[src/rtl/cwr_pkg.sv]
// Package: constants shared by the compare-guarded status register block.
// Assumes a 5-bit address space and an 8-bit data path.
package cwr_pkg;
    localparam int ADDR_W  = 5;
    localparam int DATA_W  = 8;
    localparam int NGUARD  = 4;
    localparam int EV_W    = 4;

    localparam logic [ADDR_W-1:0] A_STATUS   = 5'h02;
    localparam logic [ADDR_W-1:0] A_MASK     = 5'h03;
    localparam logic [ADDR_W-1:0] A_XMIT     = 5'h04;
    localparam logic [ADDR_W-1:0] A_RXA      = 5'h09;
    localparam logic [ADDR_W-1:0] A_RXB      = 5'h0A;
    localparam logic [ADDR_W-1:0] A_CMP_BASE = 5'h1A;

    // status bit positions
    localparam int B_REQPAR  = 0;
    localparam int B_BUSPAR  = 1;
    localparam int B_REJECT  = 2;
    localparam int B_INHIBIT = 3;
    localparam int B_EV_LO   = 4;   // events occupy bits 4..7

    // guarded register index to address
    function automatic logic [ADDR_W-1:0] guard_addr(input int idx);
        case (idx)
            0:       return A_STATUS;
            1:       return A_XMIT;
            2:       return A_RXA;
            default: return A_RXB;
        endcase
    endfunction
endpackage

[src/rtl/cwr_decode.sv]
// Write decoder: checks odd write parity, turns a clean write into one
// strobe per writable register, and flags writes to any other address.
// Assumes wr_en is a single-cycle strobe with addr/wdata valid alongside.
module cwr_decode
    import cwr_pkg::*;
(
    input  logic              wr_en,
    input  logic [ADDR_W-1:0] addr,
    input  logic [DATA_W-1:0] wdata,
    input  logic              wpar,
    input  logic              bus_par_en,
    output logic              par_err,
    output logic              reject,
    output logic              wr_mask,
    output logic [NGUARD-1:0] wr_guard,
    output logic [NGUARD-1:0] wr_cmp
);
    logic wr_ok;

    // parity qualification: odd count of ones over data plus parity is good
    always_comb begin
        par_err = wr_en & bus_par_en & ~(^{wdata, wpar});
        wr_ok   = wr_en & ~par_err;
    end

    // per-register strobes
    for (genvar i = 0; i < NGUARD; i++) begin : g_strobe
        assign wr_guard[i] = wr_ok && (addr == guard_addr(i));
        assign wr_cmp[i]   = wr_ok && (addr == A_CMP_BASE + ADDR_W'(i));
    end

    // mask strobe and reject for unmapped targets
    always_comb begin
        wr_mask = wr_ok && (addr == A_MASK);
        reject  = wr_ok && !(wr_mask || (|wr_guard) || (|wr_cmp));
    end
endmodule

[src/rtl/cwr_guard_reg.sv]
// Guarded register with its compare register. A value write is accepted
// only when value equals compare; set_bits are ORed in after any write.
// Assumes wr_val and wr_cmp are never both high (distinct addresses).
module cwr_guard_reg #(
    parameter int W = 8
) (
    input  logic         clk,
    input  logic         rst_n,
    input  logic         wr_val,
    input  logic         wr_cmp,
    input  logic [W-1:0] wdata,
    input  logic [W-1:0] set_bits,
    output logic [W-1:0] value,
    output logic [W-1:0] cmp,
    output logic         blocked
);
    logic [W-1:0] base;

    // compare gate and write selection
    always_comb begin
        blocked = wr_val && (value != cmp);
        base    = (wr_val && !blocked) ? wdata : value;
    end

    // value register: write result with events taking priority
    always_ff @(posedge clk) begin
        if (!rst_n) value <= '0;
        else        value <= base | set_bits;
    end

    // compare register: plain read/write
    always_ff @(posedge clk) begin
        if (!rst_n)      cmp <= '0;
        else if (wr_cmp) cmp <= wdata;
    end


    blocked_hold_chk: assert property (@(posedge clk) disable iff (!rst_n)
        blocked |=> value == ($past(value) | $past(set_bits)));


    set_wins_chk: assert property (@(posedge clk) disable iff (!rst_n)
        (|set_bits) |=> (value & $past(set_bits)) == $past(set_bits));
endmodule

[src/rtl/cwr_irq_ctl.sv]
// Builds the status set vector from events and write faults, holds the
// interrupt mask, and raises irq on any unmasked status bit.
// Assumes event inputs are single-cycle pulses from synchronous logic.
module cwr_irq_ctl
    import cwr_pkg::*;
(
    input  logic              clk,
    input  logic              rst_n,
    input  logic              wr_mask,
    input  logic [DATA_W-1:0] wdata,
    input  logic [DATA_W-1:0] status,
    input  logic [EV_W-1:0]   events,
    input  logic              req_par_err,
    input  logic              req_par_en,
    input  logic              par_err,
    input  logic              reject,
    input  logic              blocked_any,
    output logic [DATA_W-1:0] set_bits,
    output logic [DATA_W-1:0] mask,
    output logic              irq
);
    // set vector assembly
    always_comb begin
        set_bits = '0;
        set_bits[B_EV_LO +: EV_W] = events;
        set_bits[B_INHIBIT]       = blocked_any;
        set_bits[B_REJECT]        = reject;
        set_bits[B_BUSPAR]        = par_err;
        set_bits[B_REQPAR]        = req_par_err & req_par_en;
    end

    // mask register: plain read/write
    always_ff @(posedge clk) begin
        if (!rst_n)       mask <= '0;
        else if (wr_mask) mask <= wdata;
    end

    // interrupt output
    always_comb irq = |(status & mask);


    par_mask_chk: assert property (@(posedge clk) disable iff (!rst_n)
        par_err |=> $stable(mask));


    irq_mask_chk: assert property (@(posedge clk) disable iff (!rst_n)
        (mask == '0) |-> !irq);
endmodule

[src/rtl/cw_intr_regs.sv]
// Top: compare-guarded interrupt status register block. Ties decoder,
// four guarded registers and the interrupt control together and muxes reads.
// Assumes inputs are held low during reset and change away from clk edges.
module cw_intr_regs
    import cwr_pkg::*;
(
    input  logic              clk,
    input  logic              rst_n,
    input  logic              wr_en,
    input  logic [ADDR_W-1:0] addr,
    input  logic [DATA_W-1:0] wdata,
    input  logic              wpar,
    input  logic              bus_par_en,
    output logic [DATA_W-1:0] rdata,
    input  logic              ev_user,
    input  logic              ev_rxb,
    input  logic              ev_rxa,
    input  logic              ev_link,
    input  logic              req_par_err,
    output logic              irq
);
    logic              par_err, reject, wr_mask;
    logic [NGUARD-1:0] wr_guard, wr_cmp, blocked;
    logic [DATA_W-1:0] gval [NGUARD];
    logic [DATA_W-1:0] gcmp [NGUARD];
    logic [DATA_W-1:0] set_bits, mask;

    cwr_decode u_dec (
        .wr_en(wr_en), .addr(addr), .wdata(wdata), .wpar(wpar),
        .bus_par_en(bus_par_en), .par_err(par_err), .reject(reject),
        .wr_mask(wr_mask), .wr_guard(wr_guard), .wr_cmp(wr_cmp)
    );

    // guarded registers: index 0 is the status register and takes set bits
    for (genvar i = 0; i < NGUARD; i++) begin : g_guard
        cwr_guard_reg #(.W(DATA_W)) u_reg (
            .clk(clk), .rst_n(rst_n), .wr_val(wr_guard[i]), .wr_cmp(wr_cmp[i]),
            .wdata(wdata), .set_bits((i == 0) ? set_bits : '0),
            .value(gval[i]), .cmp(gcmp[i]), .blocked(blocked[i])
        );
    end

    cwr_irq_ctl u_irq (
        .clk(clk), .rst_n(rst_n), .wr_mask(wr_mask), .wdata(wdata),
        .status(gval[0]), .events({ev_user, ev_rxb, ev_rxa, ev_link}),
        .req_par_err(req_par_err), .req_par_en(gval[1][0]),
        .par_err(par_err), .reject(reject), .blocked_any(|blocked),
        .set_bits(set_bits), .mask(mask), .irq(irq)
    );

    // read multiplexer
    always_comb begin
        rdata = '0;
        if (addr == A_MASK) rdata = mask;
        for (int i = 0; i < NGUARD; i++) begin
            if (addr == guard_addr(i))              rdata = gval[i];
            if (addr == A_CMP_BASE + ADDR_W'(i))    rdata = gcmp[i];
        end
    end


    inhibit_sticky_chk: assert property (@(posedge clk) disable iff (!rst_n)
        (gval[0][B_INHIBIT] && !wr_guard[0]) |=> gval[0][B_INHIBIT]);


    reject_flag_chk: assert property (@(posedge clk) disable iff (!rst_n)
        reject |=> gval[0][B_REJECT] && $stable(mask));


    parerr_flag_chk: assert property (@(posedge clk) disable iff (!rst_n)
        par_err |=> gval[0][B_BUSPAR]);
endmodule

[config.mk]
export PLATFORM = sky130hd
export DESIGN_NAME = cw_intr_regs
export DESIGN_NICKNAME = d
export VERILOG_FILES = /design/src/rtl/cwr_pkg.sv /design/src/rtl/cwr_decode.sv /design/src/rtl/cwr_guard_reg.sv /design/src/rtl/cwr_irq_ctl.sv /design/src/rtl/cw_intr_regs.sv
export SDC_FILE = /design/constraint.sdc
export NUM_CORES = 1
export LEC_CHECK = 0
export ABC_AREA = 1
export ABC_CLOCK_PERIOD_IN_PS = 1700
export CAP_MARGIN = 10
export CORE_ASPECT_RATIO = 0.9
export CORE_UTILIZATION = 45
export CTS_CLUSTER_SIZE = 30
export DETAILED_ROUTE_END_ITERATION = 10
export PLACE_DENSITY = 0.77
export SYNTH_ARGS = -nofsm -noshare
export SYNTH_HDL_FRONTEND = slang
export SYNTH_SLANG_ARGS = --single-unit
[constraint.sdc]
create_clock -name clk -period 1.7 [get_ports clk]
set_input_delay 0.255 -clock clk [delete_from_list [all_inputs] [get_ports clk]]
set_output_delay 0.255 -clock clk [all_outputs]
set_load 0.01 [all_outputs]
=== Word level (Yosys, flattened, before mapping) ===
Cells that the tools add are included.

* Mux-type cells: 10
* Reduce and logical (&&, ||, !) cells: 30
* Bitwise operators: 8
* Eq/ne operators: 13

{| class="wikitable"
|+ Operator list
! cell !! count
|-
| $mux 8 || 10
|-
| $ne 8x8->1 || 4
|-
| $eq 5x5->1 const B || 4
|-
| $logic_and 1x1->1 || 18
|-
| $reduce_or 4->1 || 3
|-
| $eq 5x2->1 const B || 2
|-
| $eq 5x4->1 const B || 2
|-
| $reduce_xor 9->1 || 1
|-
| $and 8x8->8 || 1
|-
| $or 8x8->8 || 1
|-
| $reduce_or 8->1 || 1
|-
| $eq 5x3->1 const B || 1
|-
| $logic_not 1->1 || 5
|-
| $and 1x1->1 || 4
|-
| $logic_or 1x1->1 || 2
|-
| $not 1->1 || 2
|}

* Flip-flop bits (word level): 72
* Output and inout bits: 9

=== Longest topological paths before layout ===
* Depth in word-level cells: 12
* Mapped depth: 16
* Depth with buffers taken out: 14

=== By module ===
A second synthesis with hierarchy kept.

* Cells, all modules: 874
* Area total of the unflattened synthesis: 5097.4 um^2

{| class="wikitable"
|+ Modules (own cells, without submodules)
! module !! cells an instance !! area each (um^2) !! instances
|-
| cwr_guard_reg || 143 || 892.1 || 4
|-
| cw_intr_regs || 161 || 770.7 || 1
|-
| cwr_irq_ctl || 57 || 380.4 || 1
|-
| cwr_decode || 84 || 377.9 || 1
|}

=== Least setup slack after synthesis ===
No wires, ideal clock.

* Path type: input to register
* From: in wdata[3]
* To: reg g_guard[2].u_reg.cmp[7]
* Path buffers: 2
* Slack: 0.058 ns
* Library setup time: 0.119 ns
* Stages on the path: 14
* Data arrival time: 1.523 ns
* Cell sequence: buf_4 -> inv_1 -> nand2_1 -> nand2_1 -> nand3_1 -> nand2_1 -> nand2_1 -> nand3_4 -> nand2_4 -> inv_8 -> nand2_2 -> buf_4 -> o21ai_0 -> a21oi_1

* Cells in the longest elaborated chain, start to end: 6

{| class="wikitable"
|+ RTL lines
! item !! line !! source
|-
| from (decl) || cw_intr_regs.sv:11 || <nowiki>input logic [DATA_W-1:0] wdata,</nowiki>
|-
| $reduce_xor 9->1 || cwr_decode.sv:22 || <nowiki>par_err = wr_en & bus_par_en & ~(^{wdata, wpar});</nowiki>
|-
| $not 1->1 || cwr_decode.sv:22 ||
|-
| $and 1x1->1 || cwr_decode.sv:22 ||
|-
| $not 1->1 || cwr_decode.sv:23 || <nowiki>wr_ok = wr_en & ~par_err;</nowiki>
|-
| $and 1x1->1 || cwr_decode.sv:23 ||
|-
| $logic_and 1x1->1 || cwr_decode.sv:29 || <nowiki>assign wr_cmp[i] = wr_ok && (addr == A_CMP_BASE + ADDR_W'(i));</nowiki>
|-
| to (signal assigned) || cwr_guard_reg.sv:34 || <nowiki>else if (wr_cmp) cmp <= wdata;</nowiki>
|-
| to (decl) || cwr_guard_reg.sv:14 || <nowiki>output logic [W-1:0] cmp,</nowiki>
|}

Every way passes these cells.
A chain may end at the register's enable or synchronous reset.

=== Worst setup path in the final report ===
* From: in addr[1]
* To: out rdata[6]

* Cells in the longest elaborated chain, start to end: 10

{| class="wikitable"
|+ RTL lines
! item !! line !! source
|-
| from (decl) || cw_intr_regs.sv:10 || <nowiki>input logic [ADDR_W-1:0] addr,</nowiki>
|-
| $eq 5x2->1 || cw_intr_regs.sv:54 || <nowiki>if (addr == A_MASK) rdata = mask;</nowiki>
|-
| $mux 8 || cw_intr_regs.sv:54 ||
|-
| $mux 8 || cw_intr_regs.sv:56 || <nowiki>if (addr == guard_addr(i)) rdata = gval[i];</nowiki>
|-
| $mux 8 || cw_intr_regs.sv:57 || <nowiki>if (addr == A_CMP_BASE + ADDR_W'(i)) rdata = gcmp[i];</nowiki>
|-
| $mux 8 || cw_intr_regs.sv:56 ||
|-
| $mux 8 || cw_intr_regs.sv:57 ||
|-
| $mux 8 || cw_intr_regs.sv:56 ||
|-
| $mux 8 || cw_intr_regs.sv:57 ||
|-
| $mux 8 || cw_intr_regs.sv:56 ||
|-
| $mux 8 * || cw_intr_regs.sv:57 ||
|-
| to (decl) || cw_intr_regs.sv:14 || <nowiki>output logic [DATA_W-1:0] rdata,</nowiki>
|}

Mark *: on every way between the ends. The rest lies on a longest branch, timed or not.

==> metrics <==
status finished with violations; violated checks negative setup slack; I/O Pins 32; Clk pwr share 34.2%; Worst Setup Start Kind input port; Final ANT Viol Nets 0; worst path cell trace buf_6 -> nand2_1 -> inv_2 -> nand3_4 -> buf_4 -> o22ai_1 -> a21oi_2 -> o21ai_1 -> nor3_2 -> nand4_1 -> buf_2; post-synthesis sequential area ratio 35.5%; WHS Path Cells 4; die height 92.1 um; slowest cell on the critical path nor3_2; first-pass GRT wire length 22,300 um; CP Class input port to output port; diode count 0; Psw 1.08 mW; max-slew violations 0; CP Max Fanout 7; FF-to-FF path depth 11; setup TNS -2.09 ns; Worst Max-Slew Pin Slew 0.873 ns; grt ovf 0; area share of the largest cell type after synthesis 35.5%; final hold vios 0; Final Wtd Congestion 1.02; register bit total from synthesis 72; HP Start wdata[6]; router iterations before antenna repair 7; global-route usage over all layers 30.9%; Net Sw Frac 29.7%; WL per Instance 17.0 um; Final Setup Violations 16; maximum level of the CTS H-tree 3; part of the power in registers 47.9%; Comb pwr share 17.9%; final setup margin -0.201 ns; CTS tree done; synthesized cell area 0.00406 mm2; period utilization 112%; most frequent cells in the layout 155 x nand2_1, 87 x buf_4, 58 x nor2_1; Filler Cell Count 735; Core ar. 0.00865 mm2; post-synthesis net count 650; Final Non-Filler Cells 871; Synth area leader dfxtp_1; vias post-DR 4,897; largest net degree at the start of global routing 37; initial drt markers 349; Syn-to-layout area delta 42.6%; Pwr Total 3.63 mW; MaxCap Viol Count 0; CTS max path bufs 2; total CTS buffers 9; post-synthesis cell type count 33; YS warnings 0; die area 0.00941 mm2; Fin Clk Skew 0.00979 ns; # nets final 770; crit path time final 1.90 ns; Buffers on Ports 31; Die X 102 um; crit path DAT 1.65 ns; cell count after placement 830; Cell Pwr Density 626 mW/mm2; vias in the first global route 4,623; unrepaired setup endpoints after global routing true; multi-input combinational cell area 0.00254 mm2; worst min path class input port to flip-flop; LEAKAGE 2.54 nW; DP Worst Slack -1.02 ns; crit-path max cell delay 0.20 ns; reg2reg setup slack -0.18 ns; internal power 2.55 mW; Avg Cell Area, Syn 6.48 um2; CTS clk-pin slew, worst paths 0.08 ns; CP required 1.44 ns; FP Rows 32; Slew HR 41.7%; Via density 5.62; register area 0.00147 mm2; hold_ws 0.346 ns; Sink Count 72; later-pin clock latency in the skew report 0.36 ns; maximum vdd drop 400 uV; r2r startpoint g_guard[0].u_reg.cmp[1]; commonest non-fill, non-tap cell in the layout nand2_1; crit end category output port; share of layout cells above drive strength 1 34.7%; root buffer cell clkbuf_8; Fmax 0.526 GHz; post-DP HPWL 9360 um; total wire length 14,800 um; Area contributors post-synth dfxtp_1 35%, nand2_1 16%, inv_1 7.8%; Setup crit start addr[1]; Initial Utilization 47.0%; Post-Synthesis Cells 627; initial antenna violation count 0; Residual DRC 0
-- critical path, delay by kind of cell --
kind | cells | cell delay, ns
AO/OA/AOI/OAI | 3 | 0.36
buffers and inverters | 4 | 0.47
AND/OR/NAND/NOR | 4 | 0.56
-- routing by layer --
| layer | vias to the layer above | wire length, um | track usage [%] |
|---|---|---|---|
| li1 | 2273 | - | - |
| met3 | 57 | 1400 | 5.87 |
| met1 | 2279 | 5910 | 40.0 |
| met5 | - | 0 | 0 |
| met2 | 288 | 6930 | 49.4 |
| met4 | 0 | 591 | 14.0 |
-- synth_stat cells --
cell type and instances:
nand3_2 1, nand2_4 2, inv_2 1, xnor2_1 4, buf_2 4, a221oi_1 1, buf_4 10, o22ai_1 5
nand2_2 4, a31oi_1 2, o21ai_0 35, inv_8 1, inv_1 84, nand4_4 2, o31ai_1 1, o221ai_1 4
clkinv_1 1, nor3_1 9, nand3b_1 2, dfxtp_1 72, nand3_4 2, nand3_1 20, clkbuf_1 8, nor2_1 75
nand4_1 31, nor3_2 1, xor2_1 8, a21oi_1 57, buf_8 1, o21ai_1 1, nand2_1 171, buf_6 3
nor4_1 4
-- final timing paths --
check / end
setup reg to reg: g_guard[0].u_reg.value[5]
hold / removal: g_guard[2].u_reg.value[6]
hold reg to reg: g_guard[3].u_reg.cmp[1]
setup / recovery: rdata[6]
-- repair_timing --
action,CTS,global route
buffers inserted,11,8
hold buffers,0,0
gates cloned,5,2
endpoints found under the setup margin,81,81
pin swaps,27,35
resized for setup,156,83
-- area by class of cell --
type / count / share of cell area [%]
inverters: 87 / 6.11
repair inverters: 1 / 0.194
repair buffers: 131 / 19.2
well taps: 119 / 2.57
clock buffers: 13 / 2.57
clock inverters: 3 / 0.302
multi-input cells: 445 / 43.8
flip-flops and latches: 72 / 25.3
-- registers in the layout, indices dropped and copies added (netlist names) --
signal,count
g_guard.u_reg.value,32
g_guard.u_reg.cmp,32
u_irq.mask,8
-- stage by stage --
| step | utilization (%) | instance area [um2] |
|---|---|---|
| 6_report | 67.0 | 5790 |
| 5_1_grt | 67.0 | 5790 |
| 2_1_floorplan | - | 4060 |
| 4_1_cts | 63.3 | 5480 |
| 3_3_place_gp | 57.6 | 4980 |
| 3_5_place_dp | 57.6 | 4980 |
-- power groups by stage --
stage / sequential [mW] / clock (mW) / combinational (mW)
after floorplan: 1.77 / 0 / 0.272
after global placement: 1.77 / 0 / 0.477
after detailed placement: 1.77 / 0 / 0.490
after CTS: 1.74 / 1.23 / 0.577
after global routing: 1.74 / 1.30 / 0.686
final: 1.74 / 1.24 / 0.649
-- cell families (layout without fill, tap and decap cells) --
family	count (synthesis)	count (layout)	share of synthesized area, %
simple gates	324	327	35.6
xor+xnor	12	12	2.59
buf+inv	113	235	12.5
flops	72	72	35.5
compound gates	106	106	13.8
No activity file was read; power rests on OpenSTA's default activity.
